[src/rtl/snd_regs_pkg.sv]
package snd_regs_pkg;
  localparam int          CTRL_BYTES = 22;
  localparam int          NUM_CH     = 4;
  localparam logic [7:0]  STATUS_OFS = 8'h16;
  localparam logic [7:0]  FILL_BYTE  = 8'hFF;
  localparam logic [7:0]  STATUS_FIX = 8'h70;

  function automatic logic ctrl_mapped(input logic [7:0] a);
    return (a < 8'(CTRL_BYTES)) && (a != 8'h05) && (a != 8'h0F);
  endfunction

  function automatic logic [7:0] ctrl_mask(input logic [7:0] a);
    logic [7:0] m;
    case (a)
      8'h00:                      m = 8'h80;
      8'h01, 8'h06:               m = 8'h3F;
      8'h03, 8'h08, 8'h0D:        m = 8'hFF;
      8'h04, 8'h09, 8'h0E, 8'h13: m = 8'hBF;
      8'h0A:                      m = 8'h7F;
      8'h0B, 8'h10:               m = 8'hFF;
      8'h0C:                      m = 8'h9F;
      default:                    m = 8'h00;
    endcase
    return m;
  endfunction
endpackage

[src/rtl/snd_master_ctl.sv]
module snd_master_ctl
  import snd_regs_pkg::*;
(
  input  logic       clk,
  input  logic       rst_n,
  input  logic       wr_en,
  input  logic [7:0] addr,
  input  logic [7:0] wdata,
  output logic       enable,
  output logic       clear
);
  logic hit;
  assign hit   = wr_en && (addr == STATUS_OFS);
  assign clear = hit && !wdata[7];

  always_ff @(posedge clk) begin
    if (!rst_n)   enable <= 1'b0;
    else if (hit) enable <= wdata[7];
  end
endmodule

[src/rtl/snd_ctrl_file.sv]
module snd_ctrl_file
  import snd_regs_pkg::*;
#(
  parameter int BYTES = CTRL_BYTES
) (
  input  logic               clk,
  input  logic               rst_n,
  input  logic               wr_en,
  input  logic [7:0]         addr,
  input  logic [7:0]         wdata,
  input  logic               enable,
  input  logic               clear,
  output logic [BYTES*8-1:0] regs_flat
);
  for (genvar i = 0; i < BYTES; i++) begin : g_byte
    localparam logic MAPPED = ctrl_mapped(8'(i));
    if (MAPPED) begin : g_live
      logic [7:0] q;
      always_ff @(posedge clk) begin
        if (!rst_n)
          q <= '0;
        else if (clear)
          q <= '0;
        else if (wr_en && enable && (addr == 8'(i)))
          q <= wdata;
      end
      assign regs_flat[i*8 +: 8] = q;
    end else begin : g_hole
      assign regs_flat[i*8 +: 8] = '0;
    end
  end
endmodule

[src/rtl/snd_wave_table.sv]
module snd_wave_table #(
  parameter int         BYTES = 16,
  parameter logic [7:0] BASE  = 8'h20
) (
  input  logic               clk,
  input  logic               rst_n,
  input  logic               wr_en,
  input  logic [7:0]         addr,
  input  logic [7:0]         wdata,
  output logic [BYTES*8-1:0] wave_flat
);
  for (genvar i = 0; i < BYTES; i++) begin : g_cell
    localparam logic [7:0] OFS = BASE + 8'(i);
    logic [7:0] q;
    always_ff @(posedge clk) begin
      if (!rst_n)                       q <= '0;
      else if (wr_en && (addr == OFS))  q <= wdata;
    end
    assign wave_flat[i*8 +: 8] = q;
  end
endmodule

[src/rtl/snd_read_port.sv]
module snd_read_port
  import snd_regs_pkg::*;
#(
  parameter int         WAVE_BYTES = 16,
  parameter logic [7:0] WAVE_BASE  = 8'h20
) (
  input  logic                    clk,
  input  logic                    rst_n,
  input  logic                    rd_en,
  input  logic [7:0]              addr,
  input  logic [CTRL_BYTES*8-1:0] ctrl_flat,
  input  logic [WAVE_BYTES*8-1:0] wave_flat,
  input  logic                    enable,
  input  logic [NUM_CH-1:0]       active,
  output logic [7:0]              rdata,
  output logic                    rvalid
);
  logic [7:0] next_byte;

  always_comb begin
    next_byte = FILL_BYTE;
    if (addr == STATUS_OFS) begin
      next_byte = STATUS_FIX | {enable, 7'b0} | 8'(active);
    end else begin
      for (int i = 0; i < CTRL_BYTES; i++)
        if (ctrl_mapped(8'(i)) && (addr == 8'(i)))
          next_byte = ctrl_flat[i*8 +: 8] | ctrl_mask(8'(i));
      for (int j = 0; j < WAVE_BYTES; j++)
        if (addr == WAVE_BASE + 8'(j))
          next_byte = wave_flat[j*8 +: 8];
    end
  end

  always_ff @(posedge clk) begin
    if (!rst_n) begin
      rdata  <= '0;
      rvalid <= 1'b0;
    end else begin
      rvalid <= rd_en;
      if (rd_en) rdata <= next_byte;
    end
  end
endmodule

[src/rtl/snd_reg_bank.sv]
module snd_reg_bank
  import snd_regs_pkg::*;
#(
  parameter int         WAVE_BYTES = 16,
  parameter logic [7:0] WAVE_BASE  = 8'h20
) (
  input  logic                          clk,
  input  logic                          rst_n,
  input  logic [7:0]                    bus_addr,
  input  logic                          bus_wr,
  input  logic [7:0]                    bus_wdata,
  input  logic                          bus_rd,
  output logic [7:0]                    bus_rdata,
  output logic                          bus_rvalid,
  input  logic [NUM_CH-1:0]             chan_active,
  output logic                          snd_enable,
  output logic [CTRL_BYTES*8-1:0]       chan_regs_o,
  output logic [WAVE_BYTES*8-1:0]       wave_o,
  output logic                          fwd_wr,
  output logic [7:0]                    fwd_addr,
  output logic [7:0]                    fwd_data
);
  logic clear_all;

  snd_master_ctl u_master (
    .clk(clk), .rst_n(rst_n), .wr_en(bus_wr), .addr(bus_addr),
    .wdata(bus_wdata), .enable(snd_enable), .clear(clear_all)
  );

  snd_ctrl_file #(.BYTES(CTRL_BYTES)) u_ctrl (
    .clk(clk), .rst_n(rst_n), .wr_en(bus_wr), .addr(bus_addr),
    .wdata(bus_wdata), .enable(snd_enable), .clear(clear_all),
    .regs_flat(chan_regs_o)
  );

  snd_wave_table #(.BYTES(WAVE_BYTES), .BASE(WAVE_BASE)) u_wave (
    .clk(clk), .rst_n(rst_n), .wr_en(bus_wr), .addr(bus_addr),
    .wdata(bus_wdata), .wave_flat(wave_o)
  );

  snd_read_port #(.WAVE_BYTES(WAVE_BYTES), .WAVE_BASE(WAVE_BASE)) u_rd (
    .clk(clk), .rst_n(rst_n), .rd_en(bus_rd), .addr(bus_addr),
    .ctrl_flat(chan_regs_o), .wave_flat(wave_o), .enable(snd_enable),
    .active(chan_active), .rdata(bus_rdata), .rvalid(bus_rvalid)
  );

  assign fwd_wr   = bus_wr && ((bus_addr == STATUS_OFS) ||
                               (snd_enable && ctrl_mapped(bus_addr)));
  assign fwd_addr = bus_addr;
  assign fwd_data = bus_wdata;
endmodule

[config.mk]
export PLATFORM = sky130hd
export DESIGN_NAME = snd_reg_bank
export DESIGN_NICKNAME = d
export VERILOG_FILES = /design/src/rtl/snd_regs_pkg.sv /design/src/rtl/snd_master_ctl.sv /design/src/rtl/snd_ctrl_file.sv /design/src/rtl/snd_wave_table.sv /design/src/rtl/snd_read_port.sv /design/src/rtl/snd_reg_bank.sv
export SDC_FILE = /design/constraint.sdc
export NUM_CORES = 1
export LEC_CHECK = 0
export ABC_AREA = 1
export BUFFER_PORTS_ARGS = -buffer_cell sky130_fd_sc_hd__buf_2
export CAP_MARGIN = 40
export CORE_ASPECT_RATIO = 1.2
export CORE_MARGIN = 1
export CORE_UTILIZATION = 40
export DETAILED_ROUTE_END_ITERATION = 10
export PLACE_DENSITY = 0.6
export SYNTH_ARGS = -nofsm -noshare
export SYNTH_HDL_FRONTEND = slang
export SYNTH_SLANG_ARGS = --single-unit
[constraint.sdc]
create_clock -name clk -period 2.99 [get_ports clk]
set_clock_uncertainty 0.15 [all_clocks]
set_input_delay 0.299 -clock clk [delete_from_list [all_inputs] [get_ports clk]]
set_output_delay 0.299 -clock clk [all_outputs]
set_load 0.05 [all_outputs]
Word level (Yosys, flattened, before mapping)
Cells that the tools add are included.
{"block": "totals", "output_inout_bits": 331, "input_bits": 24, "register_bits": 298, "wordCells": 224}
{"block": "classes", "n_bitwise": 22, "muxes": 77, "n_eq_ne": 38, "magnitude_cmp": 1, "reduce_logical": 47}
{"cell": "$mux W8", "count": 77}
{"cell": "$or A8 B8 Y8", "count": 20}
{"cell": "$eq A8 B6 Y1 const B", "count": 16}
{"cell": "$eq A8 B4 Y1 const B", "count": 7}
{"cell": "$eq A8 B5 Y1 const B", "count": 7}
{"cell": "$logic_and A1 B1 Y1", "count": 43}
{"cell": "$eq A8 B3 Y1 const B", "count": 3}
{"cell": "$eq A8 B2 Y1 const B", "count": 2}
{"cell": "$eq A8 B1 Y1 const B", "count": 1}
{"cell": "$logic_not A8 Y1", "count": 1}
{"cell": "$lt A8 B5 Y1 const B", "count": 1}
{"cell": "$ne A8 B3 Y1 const B", "count": 1}
{"cell": "$ne A8 B4 Y1 const B", "count": 1}
{"cell": "$or A8 B4 Y8", "count": 1}
{"cell": "$reduce_or A2 Y1", "count": 1}
{"cell": "$logic_not A1 Y1", "count": 1}
{"cell": "$logic_or A1 B1 Y1", "count": 1}
{"cell": "$not A1 Y1", "count": 1}

Logic depth before layout (Yosys ltp)
Gate-level depths: netlist of the first run.
{"block": "logic_depth", "word_depth": 41, "depth_mapped": 29, "ltp_nobuf": 29}

Hierarchy
A second synthesis of the first run with hierarchy kept.
{"block": "unflattened", "hier_cells": 2514, "area_unflattened_um2": 15513.6}
{"mod": "snd_ctrl_file", "cells_per_inst": 1078, "area_each_um2": 7133.1, "n_inst": 1, "seq_area_each_um2": 3203.1}
{"mod": "snd_wave_table", "cells_per_inst": 868, "area_each_um2": 5669.2, "n_inst": 1, "seq_area_each_um2": 2562.5}
{"mod": "snd_read_port", "cells_per_inst": 509, "area_each_um2": 2392.3, "n_inst": 1, "seq_area_each_um2": 180.2}
{"mod": "snd_reg_bank", "cells_per_inst": 36, "area_each_um2": 205.2, "n_inst": 1, "seq_area_each_um2": 0.0}
{"mod": "snd_master_ctl", "cells_per_inst": 23, "area_each_um2": 113.9, "n_inst": 1, "seq_area_each_um2": 20.0}

Worst setup path after synthesis of the first run
Ideal clock, no wire load.
{"block": "synth_path", "path_type": "reg-to-output", "startpoint": "register u_master.enable", "endpoint": "output fwd_wr", "setup_slack_ns": 0.063, "stages_incl_launch_ff": 3, "path_buffers": 0, "t_required_ns": 2.541, "arrival_time_ns": 2.478, "path_cell_list": "dfxtp_1 nand2_1 o41ai_1"}
{"block": "synth_via", "elab_chain_cells": 3}
{"item": "from (decl)", "line_no": "snd_master_ctl.sv:9", "source": "output logic enable,"}
{"item": "from (signal assigned)", "line_no": "snd_master_ctl.sv:18", "source": "else if (hit) enable <= wdata[7];"}
{"item": "$logic_and A1 B1 Y1", "line_no": "snd_reg_bank.sv:48", "source": "(snd_enable && ctrl_mapped(bus_addr)));"}
{"item": "$logic_or A1 B1 Y1", "line_no": "snd_reg_bank.sv:47", "source": "assign fwd_wr = bus_wr && ((bus_addr == STATUS_OFS) ||"}
{"item": "$logic_and A1 B1 Y1", "line_no": "snd_reg_bank.sv:47"}
{"item": "to (decl)", "line_no": "snd_reg_bank.sv:19", "source": "output logic fwd_wr,"}
Every way passes these cells.

Worst setup path in the final report of the first run
{"block": "layout_path", "startpoint": "input bus_addr[4]", "endpoint": "register u_rd.rdata[3]"}
{"block": "layout_via", "elab_chain_cells": 38}
{"item": "from (decl)", "line_no": "snd_reg_bank.sv:9", "source": "input logic [7:0] bus_addr,"}
{"item": "$logic_not A8 Y1", "line_no": "snd_read_port.sv:26", "source": "if (ctrl_mapped(8'(i)) && (addr == 8'(i)))"}
{"item": "$mux W8 (20 in series)", "line_no": "snd_read_port.sv:26"}
{"item": "$mux W8 (16 in series)", "line_no": "snd_read_port.sv:29", "source": "if (addr == WAVE_BASE + 8'(j))"}
{"item": "$mux W8 (*)", "line_no": "snd_read_port.sv:22", "source": "if (addr == STATUS_OFS) begin"}
{"item": "to (signal assigned)", "line_no": "snd_read_port.sv:40", "source": "if (rd_en) rdata <= next_byte;"}
{"item": "to (decl)", "line_no": "snd_read_port.sv:15", "source": "output logic [7:0] rdata,"}
Every way passes the cells marked *; elsewhere a longest branch is shown, timed or not.
A chain may end at the register's enable or synchronous reset.

==> results.md, run 1 <==
Worst setup path:
- In this design, the stage delay of the slowest critical-path cell is 0.22 ns.
- The worst setup path is launched from an input port.
- The slowest cell on the critical path is nor3_1.
- The maximum fanout count along the critical path is 6.
- The class of the most critical setup path is in2reg.
- The worst setup path is captured at a register.
- The critical path goes through buf_2 -> nor2_1 -> nand2_4 -> buf_12 -> nor2_2 -> buf_4 -> a21oi_1 -> o21ai_0 -> a21oi_1 -> o22ai_1 -> o22ai_1 -> o2111ai_1 -> nor2_1 -> o2111ai_1 -> nor2_1 -> nand3_1 -> nor3_1 -> nand2_1 -> nand2_1 -> nand3_1 -> a21oi_1.
- STA puts the critical path data required time at 3.34 ns.
- The data arrival time of the worst path is 3.15 ns.

Synthesis:
- The unique cell type count in the Yosys netlist is 36.
- Ranked by total cell area, the synthesized netlist is headed by dfxtp_1 (45%), a21oi_1 (12%), nand2_1 (12%), nand3_1 (7.3%), inv_1 (3.9%).
- For this run, asynchronously set or reset flops after synthesis account for 0.
- The total number of yosys warnings is 0.
- The register bit count reported by yosys is 298.
- The count of mapped cells out of synthesis is 1841.
- After synthesis, the share of cell area in mux cells is 0.000762.
- Of the total synthesized cell area, the portion taken by AND, OR, NAND and NOR gates is 0.265.
- The share of synthesized area in the top cell type comes to 0.454.
- After synthesis, the largest family of logic cells by area is simple AND/OR/NAND/NOR gates.
- The biggest area contributor in the post-synthesis netlist is dfxtp_1.
- In this run, synthesis inferred 0 flip-flops with an integrated enable.
- The most used standard cell by instance count after synthesis is nand2_1.
- The most instantiated flip-flop cell in the synthesis netlist is dfxtp_1.
- The commonest cells after synthesis are nand2_1 (407), a21oi_1 (315), dfxtp_1 (298).
- Of the total synthesized cell area, the portion taken by full adders, half adders and majority gates is 0.
- The sequential element share of the synthesized area is 0.454.
- The mapped netlist covers 13100 um2.
- The synthesized-area fraction occupied by xor and xnor cells is 0.
- The post-synthesis compound-gate area fraction is 0.177.
- The average cell area after synthesis is 7.13 um2.

Route:
- In the routed design, unresolved DRC markers number 0.
- The average wire per standard cell is 19.0 um.
- Wires add up to 49200 um.
- The first-pass iteration count of the detailed router is 5.
- In the routed layout, each cell is associated on average with a via count of 5.37.
- The remaining number of nets flagged by the antenna check after routing is 0.
- For this block, the initial DRC count from the detailed router was 1372.
- The detailed-route via count is 13900.

Clocking:
- The number of setup buffers added after CTS is 0.
- The library cell used as clock root buffer is clkbuf_16.
- The number of H-tree branching levels is 1.
- The maximum number of buffers from clock root to sink is 3.
- The CTS tree is done.
- The number of clock sinks seen by CTS is 298.
- Clock-pin slew was measured on the worst setup and hold paths at 0.06 ns.
- The total CTS buffers is 31.
- Clock latency on the worst-skew pair, taken at its later pin, is 0.56 ns.

Global route:
- The initial antenna violation count came to 0.
- The wire length of the first global-routing pass is 74500 um.
- The global-route total usage across every layer is 0.281.
- The number of global-route vias before repair came to 13000.
- The total overflow left after global routing is 0.
- The largest net degree at the start of global routing is 96.

Pwr:
- The power per unit of standard cell area is 517 nW/um2.
- The maximum VDD drop is 0.000351 V.
- The reported leakage power is 6.87 nW.

STA:
- The achievable clock frequency is 357 MHz.
- The final number of hold-violating endpoints came to 0.
- Setup repair after global routing left no endpoint under its margin.
- The final worst slack is 0.193 ns.
- Setup violations remaining at the end of the flow were counted as 0.
- The worst slew slack as a fraction of its limit is 0.469.
- The post-route minimum period is 2.80 ns.
- At the pin with the least slew margin, the transition time is 0.797 ns.
- The part of the cycle the worst path needs is 0.936.
- The number of pins with negative max-slew slack in the final report is 0.

Status:
- The run finished with clean final reports.

Job:
- The tool flagged a number of max-cap violations equal to 0.

Cells and area:
- The total of fill cells in the finished design is 3274.
- The finished layout holds 2594 standard cells, fillers aside.
- The final design instance area without fill is 16600 um2.
- In the final layout, the share of cells above drive strength 1 is 0.247.
- The net count reported at finish is 2191.
- The area taken by multi-input logic gates is 5900 um2.
- The area taken by flip-flops and latches is 5970 um2.
- The final core utilization is 0.515.
- The number of antenna diodes in the final layout is 0.
- Compared with the post-synthesis result, the final layout area differs by 26.6%.

Floorplan:
- The width of the chip is 167 um.
- The die is 200 um tall.
- For this configuration, the core starts out at a cell density of 0.407.
- The placement row count is 72.
- The die outline area is 33600 um2.
- During I/O placement, the number of pins put on the boundary was 355.
- The total core area is 32300 um2.

Placement:
- The count of input and output buffers is 338.
- The congestion estimate from routability-driven global placement came to 0.949.
- The worst-case setup slack after placement is -0.394 ns.
- The standard cell area after detailed placement is 15500 um2.
- Detailed placement ended at an HPWL of 34800 um.
- After detailed placement, the design holds a cell count of 2536.

Hold path:
- The class of the most critical hold timing path is in2reg.
[final timing paths]
check                                                   from                                          to  slack (ns)  cells past startpoint
setup / recovery                                 bus_addr[4]                  u_rd.rdata[3]$_SDFFE_PN0P_        0.19                     21
hold / removal                                chan_active[3]                  u_rd.rdata[3]$_SDFFE_PN0P_        0.01                      5
setup reg to reg   u_ctrl.g_byte[2].g_live.q[3]$_SDFFE_PP0P_                  u_rd.rdata[3]$_SDFFE_PN0P_        0.21                     16
hold reg to reg   u_ctrl.g_byte[11].g_live.q[3]$_SDFFE_PP0P_  u_ctrl.g_byte[11].g_live.q[3]$_SDFFE_PP0P_        0.31                      2
[area by class of cell]
type,count,share of cell area
inverters,152,0.0345
clock buffers,46,0.0543
well taps,407,0.0307
repair buffers,444,0.158
clock inverters,7,0.00851
multi-input cells,1240,0.355
flip-flops and latches,298,0.359
[critical path, delay by kind of cell]
family	cells	cell delay, ns
and+or+nand+nor	10	1.25
AOI/OAI and AO/OA	8	1.16
buffers and inverters	3	0.43
[layout by cell type, fill, tap and decap left out, types with 5 or more instances in the layout]
cell type	instances
nand2_2	5
buf_4	91
nor2_4	9
inv_2	13
dfxtp_1	298
o2111ai_1	6
clkbuf_1	8
conb_1	16
a21oi_1	315
o22ai_1	5
nand2_1	407
clkbuf_8	7
nor2_1	70
inv_1	137
or2_2	6
clkbuf_16	31
nand3_1	191
o21ai_0	100
buf_12	10
dlygate4sd3_1	5
nor2_2	12
buf_2	338
nand4_1	62
o21ai_1	13
[metrics by stage]
stage                     power, mW  hold WS (ns)  TNS (ns)
after floorplan                4.47         0.347         0
after global placement         4.65         0.296    -0.902
after detailed placement       4.66         0.300     -1.17
after CTS                      8.63       0.00511         0
after global routing           8.84        0.0350         0
final                          8.59        0.0143         0
[logic make-up (layout without fill, tap and decap cells)]
kind of cell / after synthesis / in the layout
flip-flops: 298 / 298
buffers and inverters: 318 / 649
AND/OR/NAND/NOR: 773 / 773
other: 1 / 16
multiplexers: 1 / 1
AO/OA/AOI/OAI: 450 / 450
[per-layer routing]
metal | vias to the layer above | wire length [um] | GRT usage
li1 | 6718 | - | -
met1 | 6466 | 20100 | 0.353
met2 | 631 | 23500 | 0.474
met3 | 106 | 3830 | 0.0546
met4 | 0 | 1740 | 0.109
met5 | - | 0 | 0
[sequential cells by signal, summed over array words and instances (netlist names)]
name,flops
u_ctrl.g_byte.g_live.q,160
u_master.enable,1
u_rd.rdata,8
u_rd.rvalid,1
u_wave.g_cell.q,128
[report_power, final]
part	switching, mW	leakage (nW)	total [mW]	internal, mW
Sequential	0.0106	2.40	3.99	3.98
Combinational	0.459	3.96	0.587	0.128
Clock	1.60	0.507	4.01	2.41
Total	2.07	6.87	8.59	6.52
[timing repair]
| action | 4_1_cts | 5_1_grt |
|---|---|---|
| hold endpoints to repair | 13 | 0 |
| resized for setup | 0 | 1 |
| endpoints found under the setup margin | 0 | 1 |
| hold buffers | 5 | 0 |
Note: power is estimated with default switching activity, not from simulation.
==> run 2, diff against run 1 <==
- BUFFER_PORTS_ARGS: -buffer_cell sky130_fd_sc_hd__buf_2 -> -buffer_cell sky130_fd_sc_hd__clkbuf_2
==> results.md, run 2 (synthesized netlist as in run 1, its figures left out) <==
Floorplan:
- The initial core utilization is 0.407 (unchanged).
- The floorplan die height was 200 um (unchanged).
- The width of the chip is 167 um (unchanged).
- The total core area was 32300 um2 (unchanged).
- The placement row count is 72 (unchanged).
- The number of top-level pins is 355 (unchanged).
- The die outline area was 33600 um2 (unchanged).

Global route:
- The wire length of the first global-routing pass came to 75200 um (was 74500 um).
- The final global-route overflow total came to 0 (unchanged).
- The number of global-route vias before repair was 12900 (was 13000).
- The global-route total usage across every layer is 0.285 (was 0.281).
- The initial antenna violation count is 0 (unchanged).
- The largest net degree at the start of global routing came to 86 (was 96).

Route:
- The final routed wirelength across all metal layers is 49600 um (was 49200 um).
- The count of unresolved DRC violations after routing was 0 (unchanged).
- The average wire per standard cell is 19.0 um (about the same).
- The first-pass iteration count of the detailed router is 8 (was 5).
- The remaining number of nets flagged by the antenna check after routing came to 0 (unchanged).
- The detailed-route via count was 14000 (was 13900).
- The average vias per placed instance is 5.37 (about the same).
- The number of violations reported at the end of detailed-routing iteration 0 was 1241 (was 1372).

Cells and area:
- The largest register by flop count is u_ctrl.g_byte.g_live.q (unchanged).
- Registers with the highest flip-flop counts: u_ctrl.g_byte.g_live.q x160, u_wave.g_cell.q x128, u_rd.rdata x8 (unchanged).
- The total of fill cells in the finished design is 3190 (was 3274).
- The number of inserted diodes came to 0 (unchanged).
- The fraction of final layout cells with drive strength greater than 1 is 0.254 (was 0.247).
- The net count reported at finish was 2202 (was 2191).
- Commonest cells after routing, fill and taps aside: nand2_1 (407), clkbuf_2 (338), a21oi_1 (315), dfxtp_1 (298), nand3_1 (191) (was nand2_1 (407), buf_2 (338), a21oi_1 (315), dfxtp_1 (298), nand3_1 (191)).
- The number of flip-flops under the largest register name is 160 (unchanged).
- The final non-filler cell total came to 2609 (was 2594).
- The final core utilization is 0.519 (was 0.515).
- The commonest non-fill, non-tap cell in the layout is nand2_1 (unchanged).
- The final design instance area without fill is 16800 um2 (was 16600 um2).
- The area growth from synthesis to layout is 27.6% (was 26.6%).

STA:
- The slew at the pin with the worst max-slew slack is 0.842 ns (was 0.797 ns).
- The post-route minimum period was 2.73 ns (was 2.80 ns).
- The worst slew slack as a fraction of its limit is 0.439 (was 0.469).
- The total of endpoints with negative setup slack in the final report is 0 (unchanged).
- The final number of hold-violating endpoints is 0 (unchanged).
- The total negative slack came to 0 ns (unchanged).
- The final worst slack is 0.262 ns (was 0.193 ns).
- The final worst hold slack is 0.0496 ns (was 0.0143 ns).
- The part of the cycle the worst path needs came to 0.912 (was 0.936).
- The achievable clock frequency came to 367 MHz (was 357 MHz).
- RSZ-0062 raised after global routing: no (unchanged).
- The number of pins with negative max-slew slack in the final report is 0 (unchanged).

Worst setup path:
- The worst stage delay on the critical path came to 0.35 ns (was 0.22 ns).
- The slack of the worst reg-to-reg path was 0.28 ns (was 0.21 ns).
- The data required time of the critical path is 3.35 ns (was 3.34 ns).
- The data arrival time of the worst path is 3.09 ns (was 3.15 ns).
- The kind of start point of the critical path is an input port (unchanged).
- The cell class contributing the biggest share of worst-path delay is simple AND/OR/NAND/NOR gates (unchanged).
- The kind of capture point of the worst setup path is a register (unchanged).
- The sum of buffers and inverters on the critical path was 4 (was 3).
- Cells traversed along the worst timing path: clkbuf_2 -> nor2_1 -> nand2_4 -> buf_12 -> buf_4 -> nor2_4 -> inv_2 -> o21ai_0 -> o21ai_1 -> mux2i_1 -> o21ai_1 -> o2111ai_1 -> o21ai_1 -> nand3_1 -> nor3_1 -> nand4_1 -> nand2_1 -> nand3_1 -> nor3_2 -> nand4_1 -> a21oi_1 (was buf_2 -> nor2_1 -> nand2_4 -> buf_12 -> nor2_2 -> buf_4 -> a21oi_1 -> o21ai_0 -> a21oi_1 -> o22ai_1 -> o22ai_1 -> o2111ai_1 -> nor2_1 -> o2111ai_1 -> nor2_1 -> nand3_1 -> nor3_1 -> nand2_1 -> nand2_1 -> nand3_1 -> a21oi_1).
- The class of the most critical setup path is in2reg (unchanged).
- The slowest cell on the critical path is nor3_1 (unchanged).
- The maximum fanout count along the critical path is 5 (was 6).
- Among the stages of the critical path, the cell type that occurs most often is o21ai_1.

Pwr:
- The power per unit of standard cell area is 522 nW/um2 (was 517 nW/um2).
- The total power consumption of the routed design is 8.74 mW (was 8.59 mW).
- The reported leakage power came to 6.69 nW (was 6.87 nW).
- The internal cell power came to 6.62 mW (was 6.52 mW).
- The sequential fraction of design power is 0.457 (was 0.465).
- The fraction of power consumed by the clock network was 0.475 (was 0.467).
- The maximum VDD drop is 0.000356 V (was 0.000351 V).
- The switching power is 2.12 mW (was 2.07 mW).
- The relative contribution of combinational cells to total power is 0.068 (about the same).
- The switching share of power came to 0.243 (was 0.241).

Placement:
- The post-DP HPWL is 34900 um (was 34800 um).
- The count of input and output buffers was 338 (unchanged).
- The standard cell area after detailed placement is 15600 um2 (was 15500 um2).
- The worst-case setup slack after placement is -0.214 ns (was -0.394 ns).
- The routability congestion estimate is 0.921 (was 0.949).
- The post-placement cell count is 2548 (was 2536).

Clocking:
- The clock latency on the worst-skew pair is 0.57 ns (was 0.56 ns).
- The clock transition at the registers of the reported paths came to 0.07 ns (was 0.06 ns).
- The number of H-tree branching levels is 1 (unchanged).
- The CTS tree is done (unchanged).
- The number of clock sinks seen by CTS is 298 (unchanged).
- The library cell used as clock root buffer is clkbuf_16 (unchanged).
- The maximum number of buffers from clock root to sink came to 3 (unchanged).
- The total CTS buffers is 30 (was 31).
- The number of setup buffers added after CTS is 0 (unchanged).

Job:
- The total of max-cap violations is 0 (unchanged).

Status:
- Outcome: finished clean (unchanged).

Hold path:
- The class of the most critical hold timing path is in2reg (unchanged).
==> run 2: changes by cell type in the layout (fill, tap and decap cells not counted) <==
cell	delta
clkbuf_2	+338
buf_4	+12
nor3_2	-1
clkbuf_1	-4
clkinv_4	-1
inv_6	+1
clkinv_2	+3
clkbuf_8	+4
nor3_1	+1
buf_2	-338
==> run 2: power by group through the flow <==
stage	sequential, mW	combinational [mW]	clock, mW
2_1_floorplan	4.12	0.343	0
3_3_place_gp	4.08	0.582	0
3_5_place_dp	4.08	0.584	0
4_1_cts	3.99	0.590	4.20
5_1_grt	3.99	0.625	4.38
6_report	3.99	0.595	4.15
==> run 2: path summary, 6_finish.rpt <==
check	startpoint	to	cells past startpoint
worst max register to register	u_ctrl.g_byte[1].g_live.q[7]$_SDFFE_PP0P_	u_rd.rdata[7]$_SDFFE_PN0P_	14
worst max-delay path	bus_addr[4]	u_rd.rdata[7]$_SDFFE_PN0P_	21
worst min-delay path	rst_n	u_wave.g_cell[8].q[4]$_SDFFE_PN0P_	3
worst min register to register	u_ctrl.g_byte[11].g_live.q[0]$_SDFFE_PP0P_	u_ctrl.g_byte[11].g_live.q[0]$_SDFFE_PP0P_	2
==> run 2: final cells by class <==
| cell class | instances | area, um2 | share of cell area |
|---|---|---|---|
| multi-input cells | 1240 | 5890 | 0.352 |
| flip-flops and latches | 298 | 5970 | 0.356 |
| clock inverters | 10 | 156 | 0.00934 |
| clock buffers | 46 | 942 | 0.0562 |
| repair buffers | 456 | 2720 | 0.162 |
| inverters | 152 | 573 | 0.0342 |
| well taps | 407 | 509 | 0.0304 |
==> run 2: tightest hold or removal path, delay by kind of cell <==
| family | cells | cell delay (ns) |
|---|---|---|
| compound gates | 2 | 0.19 |
| buf+inv | 1 | 0.24 |
==> run 2: metal layers <==
metal / vias up / share of wire / GRT usage / wire length [um]
met5: - / 0 / 0 / 0
met4: 0 / 0.037 / 0.116 / 1820
met3: 108 / 0.078 / 0.0542 / 3860
met2: 627 / 0.48 / 0.476 / 23700
met1: 6535 / 0.41 / 0.361 / 20200
li1: 6753 / - / - / -
==> run 2: timing repair <==
item / CTS / global route
hold buffers: 5 / 0
endpoints found under the hold margin: 8 / 0
resized for setup: 0 / 0
==> run 3, diff against run 2 <==
- PLACE_DENSITY: 0.6 -> 0.66
- TNS_END_PERCENT: default -> 20
- clock period: 2.99 -> 2.5 ns (I/O delays scaled with it)
==> results.md, run 3 (synthesized netlist as in run 1, its figures left out) <==
Job:
- The total of max-cap violations is 0 (unchanged).

Cells and area:
- The net count reported at finish is 2247 (was 2202).
- The final core utilization is 0.531 (was 0.519).
- The final non-filler cell total came to 2650 (was 2609).
- Registers with the highest flip-flop counts: u_ctrl.g_byte.g_live.q x160, u_wave.g_cell.q x128, u_rd.rdata x8 (unchanged).
- The number of flip-flops under the largest register name was 160 (unchanged).
- The total of fill cells in the finished design is 3168 (was 3190).
- The commonest non-fill, non-tap cell in the layout is nand2_1 (unchanged).
- Commonest cells after routing, fill and taps aside: nand2_1 (406), clkbuf_2 (336), a21oi_1 (314), dfxtp_1 (297), nand3_1 (191) (was nand2_1 (407), clkbuf_2 (338), a21oi_1 (315), dfxtp_1 (298), nand3_1 (191)).
- The fraction of final layout cells with drive strength greater than 1 came to 0.270 (was 0.254).
- The area growth from synthesis to layout was 30.6% (was 27.6%).
- The final design instance area without fill is 17100 um2 (was 16800 um2).
- The largest register by flop count is u_ctrl.g_byte.g_live.q (unchanged).
- The number of inserted diodes is 0 (unchanged).

Global route:
- The final global-route overflow total is 0 (unchanged).
- The initial antenna violation count came to 0 (unchanged).
- The largest net degree at the start of global routing is 105 (was 86).
- The global-route total usage across every layer was 0.288 (was 0.285).
- The number of global-route vias before repair is 13400 (was 12900).
- The wire length of the first global-routing pass is 76400 um (was 75200 um).

Worst setup path:
- The slowest cell on the critical path is dfxtp_1 (was nor3_1).
- The data required time of the critical path is 2.84 ns (was 3.35 ns).
- The worst stage delay on the critical path is 0.33 ns (was 0.35 ns).
- The most prevalent standard cell on the critical path is o21ai_1 (unchanged).
- The data arrival time of the worst path is 2.90 ns (was 3.09 ns).
- The kind of start point of the critical path is a register (was input port).
- Cells traversed along the worst timing path: inv_1 -> a21oi_1 -> o21ai_1 -> nand2_1 -> o21ai_1 -> o21ai_1 -> o21ai_1 -> nor3_2 -> o2111ai_1 -> nor2_1 -> o2111ai_1 -> nor2_1 -> o2111ai_1 -> nor2_1 -> nand3b_1 -> a21oi_1 (was clkbuf_2 -> nor2_1 -> nand2_4 -> buf_12 -> buf_4 -> nor2_4 -> inv_2 -> o21ai_0 -> o21ai_1 -> mux2i_1 -> o21ai_1 -> o2111ai_1 -> o21ai_1 -> nand3_1 -> nor3_1 -> nand4_1 -> nand2_1 -> nand3_1 -> nor3_2 -> nand4_1 -> a21oi_1).
- The maximum fanout count along the critical path is 2 (was 5).
- The class of the most critical setup path is reg2reg (was in2reg).
- The kind of capture point of the worst setup path is a register (unchanged).
- The cell class contributing the biggest share of worst-path delay was compound AO/OA/AOI/OAI gates (was simple AND/OR/NAND/NOR gates).
- The sum of buffers and inverters on the critical path is 1 (was 4).

Clocking:
- The clock transition at the registers of the reported paths is 0.06 ns (was 0.07 ns).
- The clock latency on the worst-skew pair is 0.56 ns (was 0.57 ns).
- The library cell used as clock root buffer is clkbuf_16 (unchanged).
- The total CTS buffers came to 29 (was 30).
- The number of setup buffers added after CTS is 0 (unchanged).
- The CTS tree is done (unchanged).
- The maximum number of buffers from clock root to sink was 3 (unchanged).
- The number of H-tree branching levels came to 1 (unchanged).
- The number of clock sinks seen by CTS is 298 (unchanged).

Placement:
- The standard cell area after detailed placement is 16000 um2 (was 15600 um2).
- The post-DP HPWL is 35500 um (was 34900 um).
- The post-placement cell count is 2590 (was 2548).
- The worst-case setup slack after placement is -0.700 ns (was -0.214 ns).
- The count of input and output buffers came to 338 (unchanged).
- The routability congestion estimate came to 0.944 (was 0.921).

STA:
- The number of pins with negative max-slew slack in the final report is 0 (unchanged).
- The slew at the pin with the worst max-slew slack came to 0.768 ns (was 0.842 ns).
- The final worst slack was -0.0613 ns (was 0.262 ns).
- The final number of hold-violating endpoints is 0 (unchanged).
- The worst slew slack as a fraction of its limit is 0.488 (was 0.439).
- The total of endpoints with negative setup slack in the final report was 2 (was 0).
- The total negative slack is -0.0874 ns (was 0 ns).
- RSZ-0062 raised after global routing: yes (was no).
- Counting I/O delays and the setup requirement, the final critical path takes 2.56 ns.
- Of the available clock period, the critical path in the final layout requires 1.02.
- The final worst hold slack is 0.0712 ns (was 0.0496 ns).
- The achievable clock frequency is 390 MHz.

Floorplan:
- The width of the chip was 167 um (unchanged).
- The placement row count is 72 (unchanged).
- The die outline area came to 33600 um2 (unchanged).
- The floorplan die height is 200 um (unchanged).
- The number of top-level pins is 355 (unchanged).
- The initial core utilization is 0.407 (unchanged).
- The total core area is 32300 um2 (unchanged).

Route:
- The average wire per standard cell is 18.7 um (was 19.0 um).
- The first-pass iteration count of the detailed router is 6 (was 8).
- The count of unresolved DRC violations after routing is 0 (unchanged).
- The remaining number of nets flagged by the antenna check after routing was 0 (unchanged).
- The average vias per placed instance was 5.42 (was 5.37).
- The final routed wirelength across all metal layers is 49400 um (was 49600 um).
- The number of violations reported at the end of detailed-routing iteration 0 is 1230 (was 1241).
- The detailed-route via count came to 14400 (was 14000).

Pwr:
- The reported leakage power is 6.91 nW (was 6.69 nW).
- The total power consumption of the routed design was 10.2 mW (was 8.74 mW).
- The maximum VDD drop came to 0.000468 V (was 0.000356 V).
- The power per unit of standard cell area was 596 nW/um2 (was 522 nW/um2).

Hold path:
- The class of the most critical hold timing path is in2reg (unchanged).

Status:
- The checks that failed: setup timing.
- Outcome: finished, violations left (was finished clean).
-- run 3: cell count changes in the layout (fill, tap and decap cells not counted), sizes merged --
cell,delta
buf,+44
clkbuf,-4
clkinv,-2
clkinvlp,-1
dlygate4sd3,+4
-- run 3: tightest hold or removal path, cell delays in order --
cell      delay [ns]
clkbuf_2        0.08
o21ai_0         0.13
inv_1           0.08
nand3_1         0.07
a21oi_1         0.12
-- run 3: where the power goes --
part	switching (mW)	internal, mW	leakage, nW
clock	1.88	2.80	0.498
sequential	0.0130	4.76	2.40
combinational	0.562	0.194	4.01
-- run 3: layout make-up --
type,count,area [um2],share of cell area
Timing Repair Buffer,502,3120,0.182
Tap cell,407,509,0.0297
Inverter,152,573,0.0334
Clock inverter,7,139,0.00810
Clock buffer,44,872,0.0509
Sequential cell,298,5970,0.348
Multi-Input combinational cell,1240,5960,0.348
-- run 3: what timing repair did --
action | CTS | global route
hold endpoints to repair | 22 | 0
gates resized for setup | 2 | 12
pin swaps | 0 | 2
hold buffers | 9 | 0
setup endpoints to repair | 5 | 9
-- run 3: final timing paths --
| path | startpoint | endpoint | slack, ns | cells past startpoint |
|---|---|---|---|---|
| max | u_ctrl.g_byte[0].g_live.q[5]$_SDFFE_PP0P_ | u_rd.rdata[5]$_SDFFE_PN0P_ | -0.06 | 16 |
| min | chan_active[3] | u_rd.rdata[3]$_SDFFE_PN0P_ | 0.07 | 5 |
| max reg2reg | u_ctrl.g_byte[0].g_live.q[5]$_SDFFE_PP0P_ | u_rd.rdata[5]$_SDFFE_PN0P_ | -0.06 | 16 |
| min reg2reg | u_ctrl.g_byte[11].g_live.q[6]$_SDFFE_PP0P_ | u_ctrl.g_byte[11].g_live.q[6]$_SDFFE_PP0P_ | 0.31 | 2 |
-- run 3: layer usage --
layer,share of wire,global-route usage,vias up
li1,-,-,6848
met1,0.40,0.365,6700
met2,0.47,0.475,689
met3,0.078,0.0497,122
met4,0.044,0.135,0
met5,0,0,-
